==> src/rtl/fmt_pkg.sv <==
package fmt_pkg;
   typedef struct packed {
      logic ser_mode;
      logic swap;
      logic par_half;
      logic ser_full;
      logic dat_off;
      logic clk_off;
   } fmt_cfg_t;

   function automatic logic half_rate_sel(fmt_cfg_t c);
      return c.ser_mode ? ~c.ser_full : c.par_half;
   endfunction
endpackage

==> src/rtl/fmt_nib_asm.sv <==
module fmt_nib_asm #(
   parameter int NIB_W = 4
) (
   input  logic             clk,
   input  logic             rst_n,
   input  logic             bit_vld,
   input  logic             bit_in,
   input  logic             swap,
   output logic [NIB_W-1:0] nib_q,
   output logic             grp_done
);
   localparam int CW = (NIB_W > 2) ? $clog2(NIB_W) : 1;
   localparam logic [CW-1:0] LAST = CW'(NIB_W - 1);

   logic [CW-1:0]    cnt;
   logic [NIB_W-2:0] sh;
   logic [NIB_W-1:0] full_w;
   logic [NIB_W-1:0] rev_w;

   assign full_w   = {sh, bit_in};
   assign grp_done = bit_vld && (cnt == LAST);

   for (genvar i = 0; i < NIB_W; i++) begin : g_rev
      assign rev_w[i] = full_w[NIB_W-1-i];
   end

   always_ff @(posedge clk) begin
      if (!rst_n) begin
         cnt   <= '0;
         sh    <= '0;
         nib_q <= '0;
      end else if (bit_vld) begin
         sh  <= full_w[NIB_W-2:0];
         cnt <= grp_done ? '0 : cnt + 1'b1;
         if (grp_done) nib_q <= swap ? rev_w : full_w;
      end
   end
endmodule

==> src/rtl/fmt_clkgen.sv <==
module fmt_clkgen #(
   parameter bit LAG = 1'b1
) (
   input  logic clk,
   input  logic rst_n,
   input  logic ev,
   input  logic half_sel,
   output logic clk_out
);
   logic ev_d;
   logic pulse_q;
   logic tog_q;

   if (LAG) begin : g_lag
      logic ev_q;
      always_ff @(posedge clk) begin
         if (!rst_n) ev_q <= 1'b0;
         else        ev_q <= ev;
      end
      assign ev_d = ev_q;
   end else begin : g_nolag
      assign ev_d = ev;
   end

   always_ff @(posedge clk) begin
      if (!rst_n) begin
         pulse_q <= 1'b0;
         tog_q   <= 1'b0;
      end else begin
         pulse_q <= ev_d;
         tog_q   <= tog_q ^ ev_d;
      end
   end

   assign clk_out = half_sel ? tog_q : pulse_q;
endmodule

==> src/rtl/fmt_dsel.sv <==
module fmt_dsel #(
   parameter int NIB_W = 4
) (
   input  logic             clk,
   input  logic             rst_n,
   input  logic             bit_vld,
   input  logic             bit_in,
   input  logic             ser_mode,
   input  logic             dat_off,
   input  logic [NIB_W-1:0] nib,
   output logic [NIB_W-1:0] dout
);
   logic ser_q;

   always_ff @(posedge clk) begin
      if (!rst_n)       ser_q <= 1'b0;
      else if (bit_vld) ser_q <= bit_in;
   end

   always_comb begin
      if (dat_off)       dout = '0;
      else if (ser_mode) dout = {{(NIB_W-1){1'b0}}, ser_q};
      else               dout = nib;
   end
endmodule

==> src/rtl/rx_out_formatter.sv <==
module rx_out_formatter
   import fmt_pkg::*;
#(
   parameter int NIB_W = 4
) (
   input  logic             clk,
   input  logic             rst_n,
   input  logic             bit_vld,
   input  logic             bit_in,
   input  logic             cfg_ser_mode,
   input  logic             cfg_swap,
   input  logic             cfg_par_half,
   input  logic             cfg_ser_full,
   input  logic             cfg_dat_off,
   input  logic             cfg_clk_off,
   output logic [NIB_W-1:0] dout,
   output logic             oclk
);
   if (NIB_W < 2) begin : g_bad_width
      $error("rx_out_formatter: NIB_W must be at least 2");
   end

   fmt_cfg_t         cfg;
   logic [NIB_W-1:0] nib;
   logic             grp_done;
   logic             ev;
   logic             clk_raw;

   assign cfg = '{ser_mode: cfg_ser_mode, swap: cfg_swap, par_half: cfg_par_half,
                  ser_full: cfg_ser_full, dat_off: cfg_dat_off, clk_off: cfg_clk_off};

   fmt_nib_asm #(.NIB_W(NIB_W)) u_asm (
      .clk(clk), .rst_n(rst_n), .bit_vld(bit_vld), .bit_in(bit_in),
      .swap(cfg.swap), .nib_q(nib), .grp_done(grp_done)
   );

   assign ev = cfg.ser_mode ? bit_vld : grp_done;

   fmt_clkgen #(.LAG(1'b1)) u_clk (
      .clk(clk), .rst_n(rst_n), .ev(ev),
      .half_sel(half_rate_sel(cfg)), .clk_out(clk_raw)
   );

   fmt_dsel #(.NIB_W(NIB_W)) u_dsel (
      .clk(clk), .rst_n(rst_n), .bit_vld(bit_vld), .bit_in(bit_in),
      .ser_mode(cfg.ser_mode), .dat_off(cfg.dat_off), .nib(nib), .dout(dout)
   );

   assign oclk = clk_raw & ~cfg.clk_off;
endmodule

==> config.mk <==
export PLATFORM = sky130hd
export DESIGN_NAME = rx_out_formatter
export DESIGN_NICKNAME = d
export VERILOG_FILES = /design/src/rtl/fmt_pkg.sv /design/src/rtl/fmt_nib_asm.sv /design/src/rtl/fmt_clkgen.sv /design/src/rtl/fmt_dsel.sv /design/src/rtl/rx_out_formatter.sv
export SDC_FILE = /design/constraint.sdc
export NUM_CORES = 1
export LEC_CHECK = 0
export BUFFER_PORTS_ARGS = -buffer_cell sky130_fd_sc_hd__buf_4
export CORE_MARGIN = 1
export CORE_UTILIZATION = 45
export DETAILED_ROUTE_END_ITERATION = 7
export MAX_ROUTING_LAYER = met4
export PLACE_DENSITY = 0.76
export SLEW_MARGIN = 0
export SYNTH_ARGS = -nofsm -noshare
export SYNTH_HDL_FRONTEND = slang
export SYNTH_HIERARCHICAL = 1
export SYNTH_SLANG_ARGS = --single-unit
==> constraint.sdc <==
create_clock -name clk -period 1.5 [get_ports clk]
set_input_delay 0.075 -clock clk [delete_from_list [all_inputs] [get_ports clk]]
set_output_delay 0.075 -clock clk [all_outputs]
set_load 0.03 [all_outputs]
==> metrics.cfg, run 1 <==
[flow_run]
maxCapViolCount = 0

[worst_setup_path]
cp_data_arrival_time_ns = 1.47
crit_family = simple AND/OR/NAND/NOR gates
crit_buf_inv = 0
critPathKind = flip-flop to flip-flop
cp.required_ns = 1.67
crit_chain = ha_1 -> and2_1 -> mux2_4 -> and2_1
crit_fanout = 6
start_kind = flip-flop
r2r_end = u_clk/ev_d
slowest_stage = dfxtp_1
cpMostUsedCell = and2_1
cp-end-kind = flip-flop
ff2ff_path_depth = 4
max_stage_delay_ns = 0.32
r2r_start = u_asm/cnt[0]
reg2reg_setup_slack_ns = 0.20

[grt]
grt_usage = 0.171
grt_overflow = 0
grt_pass1_vias = 393
antenna_found_initial = 0
grt_pass1_wl_um = 1640
grt_max_degree = 14

[synth]
syn_nets = 70
syn_avg_cell_area_um2 = 10.1
synth_area_um2 = 594
synth_seq_area_share = 0.438
netlist_instances = 59
synth_cell_types = 19
synth_seq_cells = 13
synth_warnings = 6

[timing]
rsz0062_at_grt = no
hold_viol = 0
tightestPinTransition_ns = 0.273
setup_violations = 0
relSlewSlack = 0.817
maxSlewViolCount = 0
setup_tns_ns = 0
period_share = 0.868
fin_skew_ns = 0.00251
max_clock_freq_mhz = 768
post-route-min-period_ns = 1.30
setup_slack_ns = 0.198

[pwr]
power_density_nw_per_um2 = 916
clkPwrFrac = 0.317
p_switching_uw = 155
vdd_drop_max_mv = 0.560
p_leak_nw = 0.332
p_comb_frac = 0.128
switching_share = 0.235
p_int_uw = 507
seq_power_share = 0.554

[clock_tree]
cts_tree = done
clk_latency_ns = 0.27
cts_buffers = 3
cts_buffer_depth = 2
cts.repair.resized = 0
cts_setup_buffers = 0
clockRootBuffer = clkbuf_4
cts_hold_repair.buffers = 0
h-tree-depth = 1
clkSinkCount = 13
clkTransAtPathRegs_ns = 0.07

[floorplan]
initial_core_util = 0.507
core_area_um2 = 1170
dieWidth_um = 38.3
io-pin-count = 15
die_h_um = 38.3
placementRows = 12
die_area_um2 = 1470

[placement]
dp_slack_ns = 0.211
place_congestion = 0.744
dpl.hpwl_um = 736
io_buffers = 14

[routing]
drt-initial-drc-count = 4
firstDrtPassIters = 4
avgRoutedWirePerCell_um = 11.2
vias = 459
viasPerCell = 5.22
wl_um = 984
drcViolationCount = 0
antenna_left = 0

[min_path]
worstHoldEndpoint = u_clk/tog_q
holdPathStages = 2
hold_path_class = input pin to flip-flop
hp-start = rst_n

[outcome]
status = complete, no violations

[finish]
final_util = 0.618
drive_gt1_frac = 0.270
area_growth_pct = 21.7
nNetsFinal = 86
diodes = 0

## cell usage in the layout, fill, tap and decap left out
| cell | count |
|---|---|
| nand2b_1 | 1 |
| a211oi_1 | 4 |
| mux2_1 | 1 |
| mux2i_1 | 10 |
| and2_2 | 1 |
| buf_4 | 14 |
| ha_1 | 1 |
| and2_1 | 6 |
| nor2_1 | 7 |
| nor2b_1 | 2 |
| a21oi_2 | 1 |
| clkinv_1 | 1 |
| dfxtp_1 | 13 |
| xor2_1 | 1 |
| a21oi_1 | 5 |
| clkbuf_4 | 3 |
| mux2_4 | 1 |
| or3b_1 | 1 |
| clkbuf_1 | 1 |
## worst max path at each step
stage / startpoint / endpoint / slack (ns) / cells after the start
floorplan: u_asm/cnt[0] / u_clk/ev_d / 0.18 / 5
global placement: u_asm/cnt[0] / u_clk/ev_d / 0.23 / 4
detailed placement: u_asm/cnt[0] / u_clk/ev_d / 0.21 / 4
CTS: u_asm/cnt[0] / u_clk/ev_d / 0.20 / 4
global route: u_asm/cnt[0] / u_clk/ev_d / 0.13 / 4
finish: u_asm/cnt[0] / u_clk/ev_d / 0.20 / 4
## kinds of logic after synthesis
group,share of synthesized area
compound gates,0.107
flops,0.438
fa+ha+maj,0.0210
simple gates,0.166
xor+xnor,0.0147
mux,0.213
buf+inv,0.0400
## state kept, by name, summed over array words and instances (netlist names)
name and flops:
u_asm/nib_q 4, u_asm/cnt 2, u_clk/tog_q 1, u_clk/pulse_q 1
u_clk/ev_d 1, u_asm/sh 3, u_dsel/ser_q 1
## synthesized netlist by cell type
master	count	area (um^2)
a21oi_2	1	8.76
xor2_1	1	8.76
clkbuf_2	1	5.00
clkinv_1	1	3.75
mux2_1	1	11.3
a21oi_1	5	25.0
a211oi_1	4	30.0
or3b_1	1	8.76
nor2_1	7	26.3
dfxtp_1	13	260
mux2i_1	10	100
and2_1	6	37.5
nand2b_1	1	6.26
ha_1	1	12.5
clkbuf_1	1	3.75
nor2b_1	2	12.5
and2_2	1	7.51
mux2_4	1	15.0
buf_6	1	11.3
## metrics by stage
| step | cell area, um^2 | hold WS [ns] | total power, mW | std cells |
|---|---|---|---|---|
| 6_report | 723 | 0.0427 | 0.663 | 88 |
| 5_1_grt | 723 | 0.0361 | 0.702 | 88 |
| 4_1_cts | 723 | 0.0352 | 0.672 | 88 |
| 3_5_place_dp | 697 | 0.322 | 0.460 | 84 |
| 3_3_place_gp | 697 | 0.318 | 0.458 | 84 |
| 2_1_floorplan | 594 | 0.197 | 0.429 | 59 |
## power by group through the flow
| stage | combinational, mW | clock (mW) | sequential, mW |
|---|---|---|---|
| 6_report | 0.0849 | 0.210 | 0.367 |
| 5_1_grt | 0.0946 | 0.238 | 0.370 |
| 4_1_cts | 0.0850 | 0.220 | 0.367 |
| 3_5_place_dp | 0.0846 | 0 | 0.376 |
| 3_3_place_gp | 0.0832 | 0 | 0.375 |
| 2_1_floorplan | 0.0552 | 0 | 0.373 |
## layout make-up
cell class	count	area (um^2)
fill	97	448
multi-input combinational	42	310
sequential	13	260
timing repair buffer	14	105
clock buffer	4	26.3
tap	14	17.5
inverter	1	3.75
## routing by layer
layer | share of wire | up-vias | global-route usage
met5 | 0 | - | -
met4 | 0 | 0 | 0.129
met3 | 0.054 | 0 | 0.0174
met2 | 0.45 | 16 | 0.250
met1 | 0.49 | 208 | 0.215
li1 | - | 235 | -
Note: power is estimated with default switching activity, not from simulation.
==> run 2, diff against run 1 <==
BUFFER_PORTS_ARGS = not set   (was -buffer_cell sky130_fd_sc_hd__buf_4)
DONT_BUFFER_PORTS = 1   (was not set)
PLACE_DENSITY = 0.67   (was 0.76)
SKIP_CTS_REPAIR_TIMING = 1   (was not set)
==> run 2 against run 1 <==
Net effect:
- the flow now finishes with violations (negative hold slack)
- sequential power about the same
- sequential share of layout area up 3.1 points
- routed wire length down 4.5%
- cell count down 10%
- critical path depth unchanged
- clock power about the same
==> metrics.cfg, run 2 (synthesis gave the netlist of run 1 again) <==
[pwr]
p_leak_nw = 0.283  ; -15%
vdd_drop_max_mv = 0.440  ; -22%
power_density_nw_per_um2 = 970  ; +5.9%

[outcome]
status = complete, but fails checks
violations = negative hold slack

[grt]
grt_pass1_wl_um = 1480  ; -10%
antenna_found_initial = 0  ; unchanged
grt_overflow = 0  ; unchanged
grt_max_degree = 14  ; unchanged
grt_usage = 0.157  ; -0.0137
grt_pass1_vias = 367  ; -6.6%

[timing]
hold_ws_ns = -0.0353  ; -0.0780 ns
rsz0062_at_grt = no
setup_violations = 0  ; unchanged
maxSlewViolCount = 0  ; unchanged
setup_tns_ns = 0  ; unchanged
max_clock_freq_mhz = 765  ; -0.38%
period_share = 0.871  ; +0.00333
post-route-min-period_ns = 1.31  ; +0.00499 ns
tightestPinTransition_ns = 0.542  ; +0.269 ns
hold_viol = 1  ; +1
fin_skew_ns = 0.00256  ; +0.0000530 ns
relSlewSlack = 0.637  ; -0.179

[routing]
avgRoutedWirePerCell_um = 11.9  ; +6.4%
wl_um = 940  ; -4.5%
antenna_left = 0  ; unchanged
viasPerCell = 5.23  ; +0.23%
vias = 413  ; -10%
drt-initial-drc-count = 5  ; +1
firstDrtPassIters = 4  ; unchanged
drcViolationCount = 0  ; unchanged

[clock_tree]
cts_buffer_depth = 2  ; unchanged
cts_tree = done
clk_latency_ns = 0.27  ; about the same
cts_buffers = 3  ; unchanged
h-tree-depth = 1  ; unchanged
clockRootBuffer = clkbuf_4
clkSinkCount = 13  ; unchanged
clkTransAtPathRegs_ns = 0.08  ; about the same

[min_path]
hp-start = bit_vld
holdPathStages = 2  ; unchanged
worstHoldEndpoint = u_asm/sh[1]
hold_path_class = input pin to flip-flop

[finish]
final_area_um2 = 666  ; -8.0%
nNetsFinal = 77  ; -10%
largest_register = u_asm/nib_q
drive_gt1_frac = 0.108  ; -0.163
seqCellArea_um2 = 260  ; unchanged
reg_top3 = u_asm/nib_q: 4 flops, u_asm/sh: 3 flops, u_asm/cnt: 2 flops
final_cell_mix = dfxtp_1 (13), mux2i_1 (10), nor2_1 (7)
diodes = 0  ; unchanged
final_common_cell = dfxtp_1
area_growth_pct = 12.0
nFillCells = 111  ; +14%
multi_input_area_um2 = 310  ; unchanged
largest_reg_flops = 4  ; unchanged

[worst_setup_path]
r2r_start = u_asm/cnt[0]
ff2ff_path_depth = 4  ; unchanged
max_stage_delay_ns = 0.33  ; about the same
crit_family = simple AND/OR/NAND/NOR gates
crit_buf_inv = 0  ; unchanged
cp-end-kind = flip-flop
slowest_stage = dfxtp_1
reg2reg_setup_slack_ns = 0.19  ; about the same
start_kind = flip-flop
crit_chain = ha_1 -> and2_1 -> mux2_4 -> and2_1
cp_data_arrival_time_ns = 1.48  ; about the same
cpMostUsedCell = and2_1
cp.required_ns = 1.67  ; about the same
r2r_end = u_clk/ev_d
crit_fanout = 6  ; unchanged
critPathKind = flip-flop to flip-flop

[placement]
place_area_um2 = 599  ; -14%
place_congestion = 0.670  ; -9.9%
dpl.hpwl_um = 665  ; -9.7%
io_buffers = 0  ; -14

[floorplan]
die_h_um = 38.3  ; unchanged
die_area_um2 = 1470  ; unchanged
io-pin-count = 15  ; unchanged
dieWidth_um = 38.3  ; unchanged
core_area_um2 = 1170  ; unchanged
initial_core_util = 0.507  ; unchanged
placementRows = 12  ; unchanged

[flow_run]
maxCapViolCount = 0  ; unchanged

-- run 2: worst reg2reg max path, stage by stage (launching register included) --
cell     delay (ns)
dfxtp_1        0.33
ha_1           0.26
and2_1         0.23
mux2_4         0.27
and2_1         0.13
-- run 2: final cells by class --
cell class	instances	area share
multi-input cells	42	0.466
clock buffers	4	0.0395
well taps	14	0.0263
repair buffers	5	0.0714
inverters	1	0.00564
flip-flops and latches	13	0.391
-- run 2: worst max path at each step --
stage | to | cells after the start | startpoint | slack (ns)
3_3_place_gp | u_clk/ev_d | 4 | u_asm/cnt[0] | 0.23
2_1_floorplan | u_clk/ev_d | 5 | u_asm/cnt[0] | 0.18
5_1_grt | u_clk/ev_d | 4 | u_asm/cnt[0] | 0.13
3_5_place_dp | u_clk/ev_d | 4 | u_asm/cnt[0] | 0.21
4_1_cts | u_clk/ev_d | 4 | u_asm/cnt[0] | 0.19
6_report | u_clk/ev_d | 4 | u_asm/cnt[0] | 0.19
-- run 2: power by group --
group / switching (mW) / total, mW / leakage [nW] / internal [mW]
clock: 0.109 / 0.212 / 0.0150 / 0.103
combinational: 0.0280 / 0.0655 / 0.162 / 0.0375
sequential: 0.00899 / 0.368 / 0.106 / 0.359
-- run 2: through the flow --
step,setup slack (ns),cells,utilization,hold WS (ns),power [mW]
after detailed placement,0.209,71,0.512,0.202,0.429
after floorplan,0.184,59,-,0.197,0.429
after global routing,0.132,79,0.568,0.00929,0.672
after global placement,0.229,71,0.512,0.199,0.427
after CTS,0.194,75,0.534,-0.0877,0.642
final,0.193,79,0.568,-0.0353,0.646
-- run 2: metal layers --
metal,up-vias,GRT usage,part of all wire
li1,214,-,-
met1,185,0.183,0.49
met3,2,0.0407,0.054
met5,-,-,0
met2,12,0.225,0.44
met4,0,0.129,0.013
